[src/rtl/usb_rx_pkg.sv]
`timescale 1ns/1ps
package usb_rx_pkg;

    localparam int          BYTE_W     = 8;
    localparam int          CRC_BYTES  = 2;
    localparam int          OVERHEAD   = 1 + CRC_BYTES;
    localparam logic [15:0] CRC_INIT   = 16'hFFFF;
    localparam logic [15:0] CRC_POLY_R = 16'hA001;   // x^16+x^15+x^2+1, reflected
    localparam logic [3:0]  PID_DATA0  = 4'h3;
    localparam logic [3:0]  PID_DATA1  = 4'hB;

    typedef struct packed {
        logic [3:0] pid;
        logic       pid_err;
        logic       crc_err;
        logic       tog_ok;
        logic       good;
    } rx_status_t;

    // One byte of the checksum, least significant bit first.
    function automatic logic [15:0] crc16_step(input logic [15:0] c,
                                               input logic [BYTE_W-1:0] d);
        logic [15:0] r;
        r = c;
        for (int i = 0; i < BYTE_W; i++) begin
            if (r[0] ^ d[i]) r = (r >> 1) ^ CRC_POLY_R;
            else             r = r >> 1;
        end
        return r;
    endfunction

    function automatic logic pid_well_formed(input logic [BYTE_W-1:0] b);
        return b[7:4] == ~b[3:0];
    endfunction

endpackage

[src/rtl/usb_rx_tail_strip.sv]
`timescale 1ns/1ps
// Holds the DEPTH most recent bytes; a byte leaves only when pushed out by a newer one.
module usb_rx_tail_strip #(
    parameter int W     = 8,
    parameter int DEPTH = 2
) (
    input  logic                      clk,
    input  logic                      rst,
    input  logic                      clr,
    input  logic                      push,
    input  logic [W-1:0]              din,
    output logic [DEPTH-1:0][W-1:0]   tail,
    output logic                      full,
    output logic                      fwd_valid,
    output logic [W-1:0]              fwd_byte
);
    localparam int FILL_W = $clog2(DEPTH + 1);

    logic [DEPTH-1:0][W-1:0] stage;
    logic [FILL_W-1:0]       fill;

    always_ff @(posedge clk) begin
        if (rst || clr) begin
            stage <= '0;
            fill  <= '0;
        end else if (push) begin
            stage[0] <= din;
            for (int i = 1; i < DEPTH; i++) stage[i] <= stage[i-1];
            if (fill != FILL_W'(DEPTH)) fill <= fill + 1'b1;
        end
    end

    assign full      = (fill == FILL_W'(DEPTH));
    assign fwd_valid = push && full;
    assign fwd_byte  = stage[DEPTH-1];
    assign tail      = stage;
endmodule

[src/rtl/usb_rx_crc16.sv]
`timescale 1ns/1ps
module usb_rx_crc16
    import usb_rx_pkg::*;
(
    input  logic              clk,
    input  logic              rst,
    input  logic              clr,
    input  logic              en,
    input  logic [BYTE_W-1:0] din,
    output logic [15:0]       crc
);
    always_ff @(posedge clk) begin
        if (rst || clr) crc <= CRC_INIT;
        else if (en)    crc <= crc16_step(crc, din);
    end
endmodule

[src/rtl/usb_rx_toggle.sv]
`timescale 1ns/1ps
module usb_rx_toggle
    import usb_rx_pkg::*;
(
    input  logic       clk,
    input  logic       rst,
    input  logic       clear,
    input  logic       upd,
    input  logic [3:0] pid,
    input  logic       pkt_good,
    output logic       match
);
    logic expect_one;

    assign match = (pid == (expect_one ? PID_DATA1 : PID_DATA0));

    always_ff @(posedge clk) begin
        if (rst || clear)                 expect_one <= 1'b0;
        else if (upd && pkt_good && match) expect_one <= ~expect_one;
    end
endmodule

[src/rtl/usb_data_rx_check.sv]
`timescale 1ns/1ps
module usb_data_rx_check
    import usb_rx_pkg::*;
#(
    parameter  int MAX_PAYLOAD = 1023,
    localparam int LEN_W       = $clog2(MAX_PAYLOAD + 1)
) (
    input  logic              clk,
    input  logic              rst,
    input  logic [7:0]        rx_byte,
    input  logic              rx_valid,
    input  logic              rx_active,
    input  logic              rx_err,
    input  logic              tog_clear,
    output logic [7:0]        out_byte,
    output logic              out_valid,
    output logic              done,
    output logic [3:0]        st_pid,
    output logic [LEN_W-1:0]  st_len,
    output logic              st_pid_err,
    output logic              st_crc_err,
    output logic              st_tog_ok,
    output logic              st_good
);
    localparam int CNT_W = $clog2(MAX_PAYLOAD + OVERHEAD + 1);

    logic                         act_q;
    logic [CNT_W-1:0]             cnt;
    logic [BYTE_W-1:0]            pid_q;
    logic                         err_seen;
    rx_status_t                   stat_q;
    logic [LEN_W-1:0]             len_q;

    logic                         cap, pkt_end, data_cap;
    logic [CRC_BYTES-1:0][BYTE_W-1:0] tail;
    logic                         tail_full, fwd_valid;
    logic [BYTE_W-1:0]            fwd_byte;
    logic [15:0]                  crc_val;
    logic                         tog_match;

    logic                         short_pkt, crc_match, pid_bad, crc_bad, good_now;
    logic [LEN_W-1:0]             len_now;
    rx_status_t                   stat_now;

    assign cap      = rx_valid && rx_active;
    assign pkt_end  = act_q && !rx_active;
    assign data_cap = cap && (cnt != '0);

    usb_rx_tail_strip #(.W(BYTE_W), .DEPTH(CRC_BYTES)) i_tail (
        .clk      (clk),
        .rst      (rst),
        .clr      (pkt_end),
        .push     (data_cap),
        .din      (rx_byte),
        .tail     (tail),
        .full     (tail_full),
        .fwd_valid(fwd_valid),
        .fwd_byte (fwd_byte)
    );

    usb_rx_crc16 i_crc (
        .clk(clk),
        .rst(rst),
        .clr(pkt_end),
        .en (fwd_valid),
        .din(fwd_byte),
        .crc(crc_val)
    );

    usb_rx_toggle i_tog (
        .clk     (clk),
        .rst     (rst),
        .clear   (tog_clear),
        .upd     (pkt_end),
        .pid     (pid_q[3:0]),
        .pkt_good(good_now),
        .match   (tog_match)
    );

    // End-of-packet evaluation: tail[0] is the last byte (checksum high half).
    always_comb begin
        short_pkt = (cnt < CNT_W'(OVERHEAD));
        crc_match = tail_full && (tail[0] == ~crc_val[15:8])
                              && (tail[1] == ~crc_val[7:0]);
        pid_bad   = (cnt == '0) || !pid_well_formed(pid_q);
        crc_bad   = short_pkt || !crc_match;
        good_now  = !pid_bad && !crc_bad && !err_seen;
        len_now   = short_pkt ? '0 : LEN_W'(cnt - CNT_W'(OVERHEAD));
        stat_now.pid     = pid_q[3:0];
        stat_now.pid_err = pid_bad;
        stat_now.crc_err = crc_bad;
        stat_now.tog_ok  = tog_match && !pid_bad;
        stat_now.good    = good_now;
    end

    always_ff @(posedge clk) begin
        if (rst) begin
            act_q     <= 1'b0;
            cnt       <= '0;
            pid_q     <= '0;
            err_seen  <= 1'b0;
            stat_q    <= '0;
            len_q     <= '0;
            done      <= 1'b0;
            out_valid <= 1'b0;
            out_byte  <= '0;
        end else begin
            act_q     <= rx_active;
            done      <= pkt_end;
            out_valid <= fwd_valid;
            if (fwd_valid) out_byte <= fwd_byte;
            if (pkt_end) begin
                stat_q   <= stat_now;
                len_q    <= len_now;
                cnt      <= '0;
                pid_q    <= '0;
                err_seen <= 1'b0;
            end else begin
                if (cap && cnt != '1) cnt <= cnt + 1'b1;
                if (cap && cnt == '0) pid_q <= rx_byte;
                if (rx_active && rx_err) err_seen <= 1'b1;
            end
        end
    end

    assign st_pid     = stat_q.pid;
    assign st_len     = len_q;
    assign st_pid_err = stat_q.pid_err;
    assign st_crc_err = stat_q.crc_err;
    assign st_tog_ok  = stat_q.tog_ok;
    assign st_good    = stat_q.good;
endmodule

[config.mk]
export PLATFORM = sky130hd
export DESIGN_NAME = usb_data_rx_check
export DESIGN_NICKNAME = d
export VERILOG_FILES = /design/src/rtl/usb_rx_pkg.sv /design/src/rtl/usb_rx_tail_strip.sv /design/src/rtl/usb_rx_crc16.sv /design/src/rtl/usb_rx_toggle.sv /design/src/rtl/usb_data_rx_check.sv
export SDC_FILE = /design/constraint.sdc
export NUM_CORES = 1
export LEC_CHECK = 0
export CAP_MARGIN = 25
export CORE_AREA = 2 2 88 90
export DETAILED_ROUTE_END_ITERATION = 6
export DIE_AREA = 0 0 90 92
export PLACE_DENSITY_LB_ADDON = 0.08
export SYNTH_ARGS = -nofsm -noshare
export SYNTH_HDL_FRONTEND = slang
export SYNTH_HIERARCHICAL = 1
export SYNTH_SLANG_ARGS = --single-unit
export TNS_END_PERCENT = 1
[constraint.sdc]
create_clock -name clk -period 4.1 [get_ports clk]
set_clock_uncertainty 0.2 [all_clocks]
set_input_delay 1.23 -clock clk [delete_from_list [all_inputs] [get_ports clk]]
set_output_delay 1.23 -clock clk [all_outputs]
set_load 0.01 [all_outputs]
* Word level (Yosys, flattened, before mapping)
Cells that the tools add are included.
** Operators by class
- Eq/ne operators :: 7
- Bitwise logic cells :: 20
- Magnitude comparators :: 1
- Reductions and logical operators :: 28
- Add/subtract/negate cells :: 3
- Mux-type cells :: 24
** Operator list (count)
- $mux W16 :: 22
- $not A2 Y3 :: 8
- $eq A8 B8 Y1 :: 2
- $not A8 Y8 :: 2
- $logic_and A1 B1 Y1 :: 14
- $add A11 B1 Y11 const B :: 1
- $logic_not A11 Y1 :: 1
- $lt A11 B2 Y1 const B :: 1
- $ne A11 B11 Y1 const B :: 1
- $reduce_bool A11 Y1 :: 1
- $mux W10 :: 1
- $sub A10 B2 Y10 const B :: 1
- $eq A4 B4 Y1 :: 2
- $xor A1 B1 Y1 :: 8
- $logic_not A1 Y1 :: 6
- $logic_or A1 B1 Y1 :: 4
- $mux W4 :: 1
- $not A4 Y4 :: 1
- $add A2 B1 Y2 const B :: 1
- $eq A2 B2 Y1 const B :: 1
- $ne A2 B2 Y1 const B :: 1
- $reduce_and A2 Y1 :: 1
- $reduce_or A2 Y1 :: 1
- $not A1 Y1 :: 1
** Storage, ports and cells
- Input port bits :: 14
- Output and inout port bits :: 28
- Word-level logic and storage cells :: 101
- Register bits :: 84

* Logic depth before layout (Yosys ltp)
Gate-level depths: netlist of run 1.
- Depth in word-level cells :: 31
- Depth in mapped cells :: 12
- Gate-level depth less buffers :: 9

* Modules after synthesis
The synthesis of run 1 kept the hierarchy.
** Modules (own cells, without submodules)
- usb_data_rx_check :: seq. area each 980.9 um^2, times used 1, cells each 246, area an instance 2204.6 um^2
- usb_rx_crc16 :: seq. area each 320.3 um^2, times used 1, cells each 99, area an instance 991.0 um^2
- usb_rx_tail_strip :: seq. area each 360.3 um^2, times used 1, cells each 71, area an instance 757.0 um^2
- usb_rx_toggle :: seq. area each 20.0 um^2, times used 1, cells each 10, area an instance 83.8 um^2

* Worst setup path after synthesis of run 1
No wires, ideal clock.
- Kind :: input to register
- From :: in rx_active
- To :: reg i_crc.crc[12]
- Arrival time :: 3.052 ns
- Required time :: 3.771 ns
- Library setup time :: 0.129 ns
- Setup slack :: 0.719 ns
- Cell stages on the path :: 10
- Path buffers :: 5
- Cell sequence :: clkbuf_1 -> nand2_1 -> nor2_1 -> buf_6 -> buf_6 -> and2_1 -> clkbuf_1 -> buf_1 -> mux2i_1 -> nand2_1
** On the way
- Cells in the longest elaborated chain, start to end :: 3
- Elaborated cells between the ends (all ways) :: 6
** RTL lines
- start: declaration :: line usb_data_rx_check.sv:12 : input logic rx_active,
- $logic_and A1 B1 Y1 :: line usb_data_rx_check.sv:45 : assign cap = rx_valid && rx_active;
- $logic_and A1 B1 Y1 :: line usb_data_rx_check.sv:47 : assign data_cap = cap && (cnt != '0);
- net data_cap :: line usb_data_rx_check.sv:34 : logic cap, pkt_end, data_cap;
- $logic_and A1 B1 Y1 :: line usb_rx_tail_strip.sv:34 : assign fwd_valid = push && full;
- net fwd_valid :: line usb_data_rx_check.sv:36 : logic tail_full, fwd_valid;
- end signal: assignment :: line usb_rx_crc16.sv:14 : else if (en) crc <= crc16_step(crc, din);
- end: declaration :: line usb_rx_crc16.sv:10 : output logic [15:0] crc
The timed path passes the listed nets, and every way through them passes these cells.
A chain may end at the register's enable or synchronous reset.

* Worst setup path after layout of run 1
- From :: in rx_active
- To :: reg i_crc.crc[0]
** On the way
- Cells in the longest elaborated chain, start to end :: 3
- Elaborated cells between the ends (all ways) :: 6
** RTL lines
- $logic_not A1 Y1 :: line usb_data_rx_check.sv:46 : assign pkt_end = act_q && !rx_active;
- $logic_and A1 B1 Y1 :: line usb_data_rx_check.sv:46
- net pkt_end :: line usb_data_rx_check.sv:34
- $logic_or A1 B1 Y1 :: line usb_rx_crc16.sv:13 : if (rst || clr) crc <= CRC_INIT;
The timed path passes the listed nets, and every way through them passes these cells.

==> summary.md, run 1 <==
| Metric | Value |
|---|---|
| Outcome | `finished, final reports clean` |
| Tmin final | `3.23 ns` |
| Die height | `92 um` |
| H-tree level count | `3` |
| Syn Nets | `443` |
| Post-synthesis xor/xnor area fraction | `16.7%` |
| Total GRT Usage | `20.6%` |
| Antenna violations before repair | `0` |
| Reg2reg path depth | `8` |
| Flop pwr share | `54.4%` |
| Reg clk slew, reported paths | `0.09 ns` |
| Simple-gate share of the synthesized area | `19.3%` |
| CP Capture Type | `flip-flop` |
| CTS Buffer Depth | `2` |
| Adder-cell share of the synthesized area | `0.930%` |
| Slew Limit Fails | `0` |
| Bufs and invs on worst path | `2` |
| Reg-to-Reg Start | `i_tail/fwd_byte[4]` |
| Prevailing post-synth register cell | `dfxtp_1` |
| Initial Util | `54.2%` |
| Worst-skew pair later-pin latency | `0.36 ns` |
| Crit-path cells | `clkdlybuf4s50_1, nand2b_1, inv_2, nor2_1, o21ai_0, a211oi_1, o211ai_1` |
| Mux share of post-synthesis cell area | `9.67%` |
| Clock sinks | `84` |
| Endpoints failing hold | `0` |
| Multi-input logic area | `2150 sq um` |
| Largest net degree at the start of global routing | `40` |
| Worst slew pin tran | `0.781 ns` |
| Tcrit/Tclk final | `78.9%` |
| GPL Wtd Cong | `0.892` |
| Post-Route WL | `7.93 mm` |
| Layout net count | `473` |
| Compound-Gate Fraction of Synth Area | `6.70%` |
| Post-Place Cells | `547` |
| Root Buffer | `clkbuf_8` |
| CP delay by family, top | `buffers and inverters` |
| FF/Latch Area | `1680 sq um` |
| DIE AREA | `8280 sq um` |
| Internal power | `1160 uW` |
| Layout area overhead | `15.5%` |
| Maximum VDD drop | `0.000223 V` |
| Netlist Area Pre-Place | `4040 sq um` |
| Gr ovfl total | `0` |
| Total number of vias | `2890` |
| DR iter-0 viols | `89` |
| CP peak stage delay | `0.62 ns` |
| Crit. path cell count | `7` |
| Post-CTS Repair Setup Buffers | `0` |
| Num CTS Buffers | `9` |
| Die width | `90 um` |
| Post-synth EDFFs | `0` |
| Setup crit start kind | `input port` |
| CP Class | `in2reg` |
| Post-CTS sizing | `0` |
| Row cnt | `32` |
| Crit path from | `rx_active` |
| Diode count | `0` |
| CTS tree | `yes` |
| Distinct cells, synth | `51` |
| Psw | `381 uW` |
| Largest family of logic cells by synthesized area | `simple AND/OR/NAND/NOR gates` |
| Wirelength per Cell | `14.1 um` |
| # DRC | `0` |
| Worst setup endpoint | `i_crc/crc[0]` |
| Slowest-stage cell, CP | `clkdlybuf4s50_1` |
| Fmax | `309 MHz` |
| Largest fanout on the critical path | `13` |
| Setup tns final | `0 ns` |
| CP Data Arrival Time | `3.27 ns` |
| Max-slew headroom | `47.9%` |
| Mean Syn Cell Area | `9.48 sq um` |
| Flop2flop setup slack | `1.49 ns` |
| DR vias/cell | `5.13` |
| Cell Pwr Density | `330 nW/um^2` |
| Syn Inst Count | `426` |
| CP required | `4.14 ns` |
| #FFs+latches synth | `84` |
| Hold/Removal Path Class | `reg2reg` |
| Hold buffers post-CTS | `0` |
| Final ANT Viol Nets | `0` |
| Setup Viol. Count Final | `0` |
| First-pass iteration count of the detailed router | `6` |
| Post-synthesis sequential area ratio | `41.7%` |
| PortBufs | `41` |
| Finished Core Util | `62.6%` |
| Core Box Area | `7450 sq um` |
| Logic pwr share | `5.7%` |
| Asr flop ratio synth | `0%` |
| First-pass GRT wire length | `13.6 mm` |
| Finished Layout Cells | `563` |
| Net Sw Frac | `24.8%` |
| Synth Warn # | `6` |
| Ports | `42` |
| Share of cells above drive strength 1 | `9.11%` |
| Max cap viols | `0` |
| RSZ-0062 raised after global routing | `false` |
| Post-DP HPWL | `5.76 mm` |
| Clock power frac | `39.9%` |
| FF-to-FF End | `i_tog/expect_one` |
| Vias in the first global route | `2796` |
| P_leak | `0.00186 uW` |
| # fillers | `675` |
==> registers in the layout, indices dropped and copies added, names as in the netlist, 2 cells and up <==
register	count
i_tail/fill	2
out_byte	8
i_tail/tail	8
st_pid	4
pid_q	8
cnt	11
i_tail/fwd_byte	8
st_len	10
i_crc/crc	16
==> cells by family (layout without fill, tap and decap cells) <==
logic type                 after synthesis  in the layout
and+or+nand+nor                        162            162
adders and majority gates                3              3
xor gates and xnor gates                61             61
muxes                                   39             39
buffers and inverters                   34             69
AOI/OAI and AO/OA                       43             43
DFF                                     84             84
==> power by group through the flow <==
| stage | logic (uW) | clock network, uW | registers (uW) |
|---|---|---|---|
| floorplan | 58.3 | 0 | 853 |
| global placement | 87.1 | 0 | 855 |
| detailed placement | 88.2 | 0 | 855 |
| CTS | 89.1 | 627 | 836 |
| global route | 97.3 | 666 | 838 |
| finish | 88.0 | 613 | 836 |
==> tightest hold or removal path, cell delays in order, from the launching register on <==
cell and delay [ns]:
dfxtp_1 0.33, nand2_1 0.04, o21ai_0 0.05
==> cell usage in the layout (no fill, tap or decap), drive strengths merged, types with 4 or more instances in the layout <==
cell / instances
mux2i: 39
nand2: 44
a211oi: 5
xor2: 32
clkbuf: 9
nand3: 14
nor2: 62
dfxtp: 84
nand2b: 4
and3: 7
xnor2: 25
buf: 6
nand4: 6
a21oi: 12
inv: 9
clkdlybuf4s50: 41
o21ai: 17
nor3: 5
==> Yosys cell counts (4+ instances only) <==
| cell | count | area share, % |
|---|---|---|
| dfxtp_1 | 84 | 42 |
| nor2_1 | 62 | 5.8 |
| nand2_1 | 44 | 4.1 |
| mux2i_1 | 39 | 9.7 |
| xor2_1 | 31 | 6.7 |
| xnor2_1 | 18 | 3.9 |
| o21ai_0 | 16 | 2.0 |
| nand3_1 | 13 | 1.6 |
| a21oi_1 | 12 | 1.5 |
| buf_4 | 8 | 1.5 |
| clkbuf_1 | 8 | 0.74 |
| and3_1 | 7 | 1.1 |
| nand4_1 | 6 | 0.93 |
| inv_1 | 5 | 0.47 |
| nor3_1 | 5 | 0.62 |
| xnor2_2 | 5 | 2.0 |
| a211oi_1 | 4 | 0.74 |
| buf_1 | 4 | 0.37 |
| buf_6 | 4 | 1.1 |
| nand2b_1 | 4 | 0.62 |
==> worst min-delay path by stage <==
| stage | cells past startpoint | start | slack [ns] | to |
|---|---|---|---|---|
| floorplan | 1 | i_tog/expect_one | 0.27 | i_tog/expect_one |
| global placement | 2 | st_len[4] | 0.23 | st_len[4] |
| detailed placement | 2 | st_len[5] | 0.24 | st_len[5] |
| CTS | 2 | st_tog_ok | 0.26 | st_tog_ok |
| global route | 2 | st_len[4] | 0.28 | st_len[4] |
| finish | 2 | st_len[5] | 0.26 | st_len[5] |
==> through the flow <==
| stage | total power [uW] | hold slack (ns) | cell area, sq um | worst slack, ns |
|---|---|---|---|---|
| 2_1_floorplan | 912 | 0.268 | 4040 | 0.719 |
| 3_3_place_gp | 942 | 0.234 | 4450 | 0.547 |
| 3_5_place_dp | 944 | 0.243 | 4450 | 0.491 |
| 4_1_cts | 1550 | 0.260 | 4660 | 0.875 |
| 5_1_grt | 1600 | 0.281 | 4660 | 0.669 |
| 6_report | 1540 | 0.256 | 4660 | 0.867 |
==> layout make-up <==
type	count	share of cell area, %
timing repair buffer	47	10.0
clock inverter	7	1.77
inverter	6	0.483
clock buffer	9	2.66
sequential	84	36.1
multi-input combinational	308	46.2
tap	102	2.74
==> routing by layer <==
metal  up-vias  GRT usage (%)  share of wire, %  wire [um]
met1      1335           26.9                47       3700
met4         0           9.87               2.6        205
met3        18           3.53               3.8        299
met5         -              0                 0          0
li1       1484              -                 -          -
met2        53           33.1                47       3730
Power figures use the tool's default switching activity.
==> run 2: changes to the inputs <==
clock period = 3.3 ns   (was 4.1 ns; I/O delays follow)
==> run 2 against run 1 <==
- via count shrank 1.5%
- sequential power rose by 24%
- core utilization up 0.66 points
- clock power up 38%
- first-iteration DRC count shrank 5.6%
- total power rose by 30%
- non-clock buffer count up 3
- wire length fell by 0.25%
- sequential cell count is the same
- cell count rose by 0.53%
- critical path type unchanged
- largest cell class unchanged
==> summary.md, run 2 (synthesized netlist as in run 1, its figures left out) <==
| Metric | Value |
|---|---|
| Outcome | `finished, final reports clean` |
| Logic pwr share | `5.6%` |
| FF/Latch Area | `1680 sq um` |
| Most frequent cells in the layout | `dfxtp_1 (84), nor2_1 (61), nand2_1 (44), clkdlybuf4s50_1 (41), mux2i_1 (39)` |
| Psw | `469 uW` |
| Endpoints failing hold | `0` |
| WHS Path Cells | `2` |
| CTS Buffer Depth | `2` |
| Setup Viol. Count Final | `0` |
| GPL Wtd Cong | `0.895` |
| Reg2reg path depth | `8` |
| Share of cells above drive strength 1 | `9.70%` |
| Setup crit start kind | `input port` |
| Largest net degree at the start of global routing | `40` |
| Finished Core Util | `63.2%` |
| PortBufs | `41` |
| # fillers | `668` |
| Flop pwr share | `51.9%` |
| Flop2flop setup slack | `0.71 ns` |
| Total number of vias | `2848` |
| Gr ovfl total | `0` |
| Net Sw Frac | `23.4%` |
| Tmin final | `2.64 ns` |
| Wirelength per Cell | `14.0 um` |
| Tcrit/Tclk final | `79.9%` |
| Layout net count | `476` |
| Max reg flops | `16` |
| CP Data Arrival Time | `2.73 ns` |
| Post-Route WL | `7.91 mm` |
| Root Buffer | `clkbuf_8` |
| Post-CTS sizing | `0` |
| Multi-input logic area | `2150 sq um` |
| Die height | `92 um` |
| Layout area overhead | `16.7%` |
| Largest fanout on the critical path | `39` |
| P_leak | `0.00188 uW` |
| Final ANT Viol Nets | `0` |
| DIE AREA | `8280 sq um` |
| First-pass iteration count of the detailed router | `5` |
| Diode count | `0` |
| Vias in the first global route | `2721` |
| First-pass GRT wire length | `13.3 mm` |
| # DRC | `0` |
| Max-slew headroom | `59.0%` |
| Initial Util | `54.2%` |
| Setup tns final | `0 ns` |
| RSZ-0062 raised after global routing | `false` |
| Row cnt | `32` |
| DR vias/cell | `5.03` |
| Worst-skew pair later-pin latency | `0.36 ns` |
| Antenna violations before repair | `0` |
| CP Capture Type | `flip-flop` |
| Most flops, register | `i_crc/crc` |
| Num CTS Buffers | `9` |
| Ports | `42` |
| Die width | `90 um` |
| CP Class | `in2reg` |
| Worst slew pin tran | `0.615 ns` |
| Maximum VDD drop | `0.000346 V` |
| Cell Pwr Density | `425 nW/um^2` |
| H-tree level count | `3` |
| CP required | `3.39 ns` |
| DR iter-0 viols | `84` |
| CTS tree | `yes` |
| Clock power frac | `42.5%` |
| Total GRT Usage | `20.5%` |
| Hold/Removal Path Class | `reg2reg` |
| Slew Limit Fails | `0` |
| Hold buffers post-CTS | `0` |
| Post-DP HPWL | `5.80 mm` |
| Fmax | `379 MHz` |
| Most common cell after layout, fill and taps aside | `dfxtp_1` |
| Post-CTS Repair Setup Buffers | `0` |
| Core Box Area | `7450 sq um` |
| Clock sinks | `84` |
| Internal power | `1530 uW` |
| Max cap viols | `0` |
| Reg clk slew, reported paths | `0.09 ns` |
run 2: changes by cell type in the layout (fill, tap and decap cells not counted):
cell,previous run,this run
buf_4,5,8
clkbuf_8,9,10
bufinv_16,1,2
inv_6,2,0
run 2: cell type report:
cell class                 count  area share [%]
inverter                       6           0.478
sequential                    84            35.7
timing repair buffer          50            10.4
tap                          102            2.71
clock inverter                 6            2.02
clock buffer                  10            2.92
multi-input combinational    308            45.7
run 2: power by group through the flow:
stage | clock (uW) | sequential, uW | combinational, uW
floorplan | 0 | 1060 | 72.5
global placement | 0 | 1060 | 111
detailed placement | 0 | 1060 | 112
CTS | 867 | 1040 | 113
global route | 913 | 1040 | 123
finish | 849 | 1040 | 113
run 2: metal layers:
metal  vias to the layer above  track usage, %  share of wire (%)  wire length, um
li1                       1483               -                  -                -
met5                         -               0                  0                0
met4                         0            9.23                2.0              159
met3                        14            4.52                4.0              318
met1                      1300            26.3                 47             3750
met2                        51            33.0                 47             3680
run 2: stage by stage:
stage               instances  area [sq um]  total power (uW)  hold WS, ns  setup WS, ns
finish                    566          4710              2000        0.257         0.663
floorplan                 426          4040              1130        0.268         0.159
global placement          550          4480              1170        0.234         0.316
CTS                       566          4710              2020        0.263         0.672
detailed placement        550          4480              1170        0.242         0.286
global route              566          4710              2080        0.281         0.503
run 2: final timing paths:
kind                       from          endpoint
min reg2reg           st_len[5]         st_len[5]
max reg2reg  i_tail/fwd_byte[4]  i_tog/expect_one
max                    rx_valid      i_crc/crc[0]
min                   st_len[5]         st_len[5]
run 2: critical path, stage by stage:
cell and delay [ns]:
clkdlybuf4s50_1 0.59, nand2_1 0.12, nor2_2 0.11, and2_1 0.18, buf_12 0.22, nand3_1 0.09
nor4b_1 0.25, a211oi_1 0.08, o211ai_1 0.08
==> run 3: changes to the inputs <==
clock period = 2.59 ns   (was 3.3 ns; I/O delays follow)
==> run 3 against run 2 <==
- hold slack worse by 0.0026 ns
- critical path depth fell by 1
- first-iteration DRC count rose by 15%
- largest cell class unchanged
- largest power group unchanged
- non-clock buffer count grew 27
==> summary.md, run 3 (synthesized netlist as in run 1, its figures left out) <==
| Metric | Value |
|---|---|
| Outcome | `finished, final reports clean` |
| Layout net count | `503` |
| P_leak | `0.00204 uW` |
| Post-Route WL | `8.45 mm` |
| Psw | `574 uW` |
| Fmax | `405 MHz` |
| Initial Util | `54.2%` |
| Endpoints failing hold | `0` |
| Flop2flop setup slack | `0.12 ns` |
| Antenna violations before repair | `0` |
| Max cap viols | `0` |
| Share of cells above drive strength 1 | `14.9%` |
| Final Worst Setup Slack | `0.123 ns` |
| Internal power | `2020 uW` |
| Layout area overhead | `22.8%` |
| Finished Core Util | `66.6%` |
| WL met2 | `4.06 mm` |
| Cell Pwr Density | `523 nW/um^2` |
| Most flops, register | `i_crc/crc` |
| Maximum VDD drop | `0.000331 V` |
| Crit-path cells | `xnor2_1, nor4_2, nand4_1, or4_4, nor4_4, nand3_1, o21ai_1, o21ba_1` |
| Hold Path Sink | `st_len[7]` |
| Num CTS Buffers | `9` |
| Diode count | `0` |
| Uppermost layer routed | `met4` |
| FF/Latch Area | `1680 sq um` |
| First-pass iteration count of the detailed router | `4` |
| Most common cell after layout, fill and taps aside | `dfxtp_1` |
| Net Sw Frac | `22.1%` |
| Largest fanout on the critical path | `3` |
| PortBufs | `41` |
| Reg-to-Reg Start | `i_tail/tail[2]` |
| Reg clk slew, reported paths | `0.09 ns` |
| Root Buffer | `clkbuf_8` |
| First-pass GRT wire length | `14.3 mm` |
| Multi-input logic area | `2170 sq um` |
| CP Data Arrival Time | `2.53 ns` |
| Vias in the first global route | `2887` |
| Largest net degree at the start of global routing | `23` |
| CTS tree | `yes` |
| CP peak stage delay | `0.59 ns` |
| Total GRT Usage | `21.9%` |
| Bufs and invs on worst path | `0` |
| Reg2reg path depth | `8` |
| Wirelength per Cell | `14.3 um` |
| Clock power frac | `42.9%` |
| DR iter-0 viols | `97` |
| Core Box Area | `7450 sq um` |
| Flop pwr share | `50.9%` |
| WHS Path Cells | `2` |
| H-tree level count | `3` |
| Row cnt | `32` |
| Slew Limit Fails | `0` |
| Die height | `92 um` |
| Tot Pwr | `2590 uW` |
| Max-slew headroom | `71.3%` |
| Setup tns final | `0 ns` |
| Tcrit/Tclk final | `95.2%` |
| FF-to-FF End | `i_tog/expect_one` |
| Met3 wire length | `330 um` |
| Die width | `90 um` |
| CP Class | `reg2reg` |
| Post-CTS Repair Setup Buffers | `0` |
| RSZ-0062 raised after global routing | `true` |
| Max reg flops | `16` |
| # fillers | `637` |
| Ports | `42` |
| Logic pwr share | `6.2%` |
| DIE AREA | `8280 sq um` |
| DR vias/cell | `5.14` |
| Worst slew pin tran | `0.428 ns` |
| Hold Startpoint | `st_len[7]` |
| Total number of vias | `3043` |
| CP delay by family, top | `simple AND/OR/NAND/NOR gates` |
| Worst-skew pair later-pin latency | `0.36 ns` |
| CTS Buffer Depth | `2` |
| # DRC | `0` |
| Clock sinks | `84` |
| Post-DP HPWL | `6.27 mm` |
| Slowest-stage cell, CP | `or4_4` |
| Gr ovfl total | `0` |
| Setup crit start kind | `flip-flop` |
| Setup Viol. Count Final | `0` |
| CP required | `2.65 ns` |
| Most frequent cells in the layout | `dfxtp_1 (83), nor2_1 (61), nand2_1 (44), clkdlybuf4s50_1 (41), mux2i_1 (39)` |
| Hold buffers post-CTS | `0` |
| CP Capture Type | `flip-flop` |
| Setup WS pre-CTS | `-0.0714 ns` |
| Tmin final | `2.47 ns` |
| Final ANT Viol Nets | `0` |
| GPL Wtd Cong | `0.881` |
| Hold/Removal Path Class | `reg2reg` |
| Post-CTS sizing | `0` |
| M1 wire length | `3.89 mm` |
## run 3: changes by cell type in the layout (fill, tap and decap cells not counted), sizes merged
cell    before  now
bufinv       2    3
clkbuf      10    9
inv          7    6
buf          9   36
## run 3: through the flow
stage                     std cells  hold WS (ns)  area, sq um
after floorplan                 426         0.268         4040
after detailed placement        577         0.242         4700
after CTS                       592         0.260         4940
final                           592         0.255         4960
after global placement          577         0.235         4700
after global routing            592         0.282         4960
## run 3: worst max-delay path by stage
stage               slack (ns)          endpoint           start  cells past startpoint
global placement         -0.02      i_crc/crc[0]       rx_active                      9
finish                    0.12  i_tog/expect_one  i_tail/tail[2]                      8
floorplan                -0.03     i_crc/crc[10]       rx_active                     11
CTS                       0.02  i_tog/expect_one  i_tail/tail[2]                      8
detailed placement       -0.07      i_crc/crc[0]       rx_active                      9
global route             -0.07  i_tog/expect_one  i_tail/tail[2]                      8
## run 3: layer usage
metal / vias to the layer above / track usage (%)
met5: - / 0
met4: 0 / 10.0
met3: 13 / 4.93
met2: 61 / 34.5
met1: 1425 / 28.8
li1: 1544 / -
## run 3: cell type report
type                            instances  area share, %
Clock buffer                            9           2.50
Clock inverter                          6           2.30
Inverter                                6          0.454
Multi-Input combinational cell        308           43.8
Sequential cell                        84           33.9
Tap cell                              102           2.57
Timing Repair Buffer                   77           14.5
## run 3: worst min-delay path, cell delays in order, from the launching register on
cell and delay (ns):
dfxtp_1 0.33, nand2_1 0.04, o21ai_0 0.05
## run 3: power groups by stage
stage	sequential, uW	combinational (uW)	clock [uW]
floorplan	1350	92.4	0
global placement	1350	159	0
detailed placement	1350	161	0
finish	1320	161	1110
CTS	1320	162	1130
global route	1320	176	1190
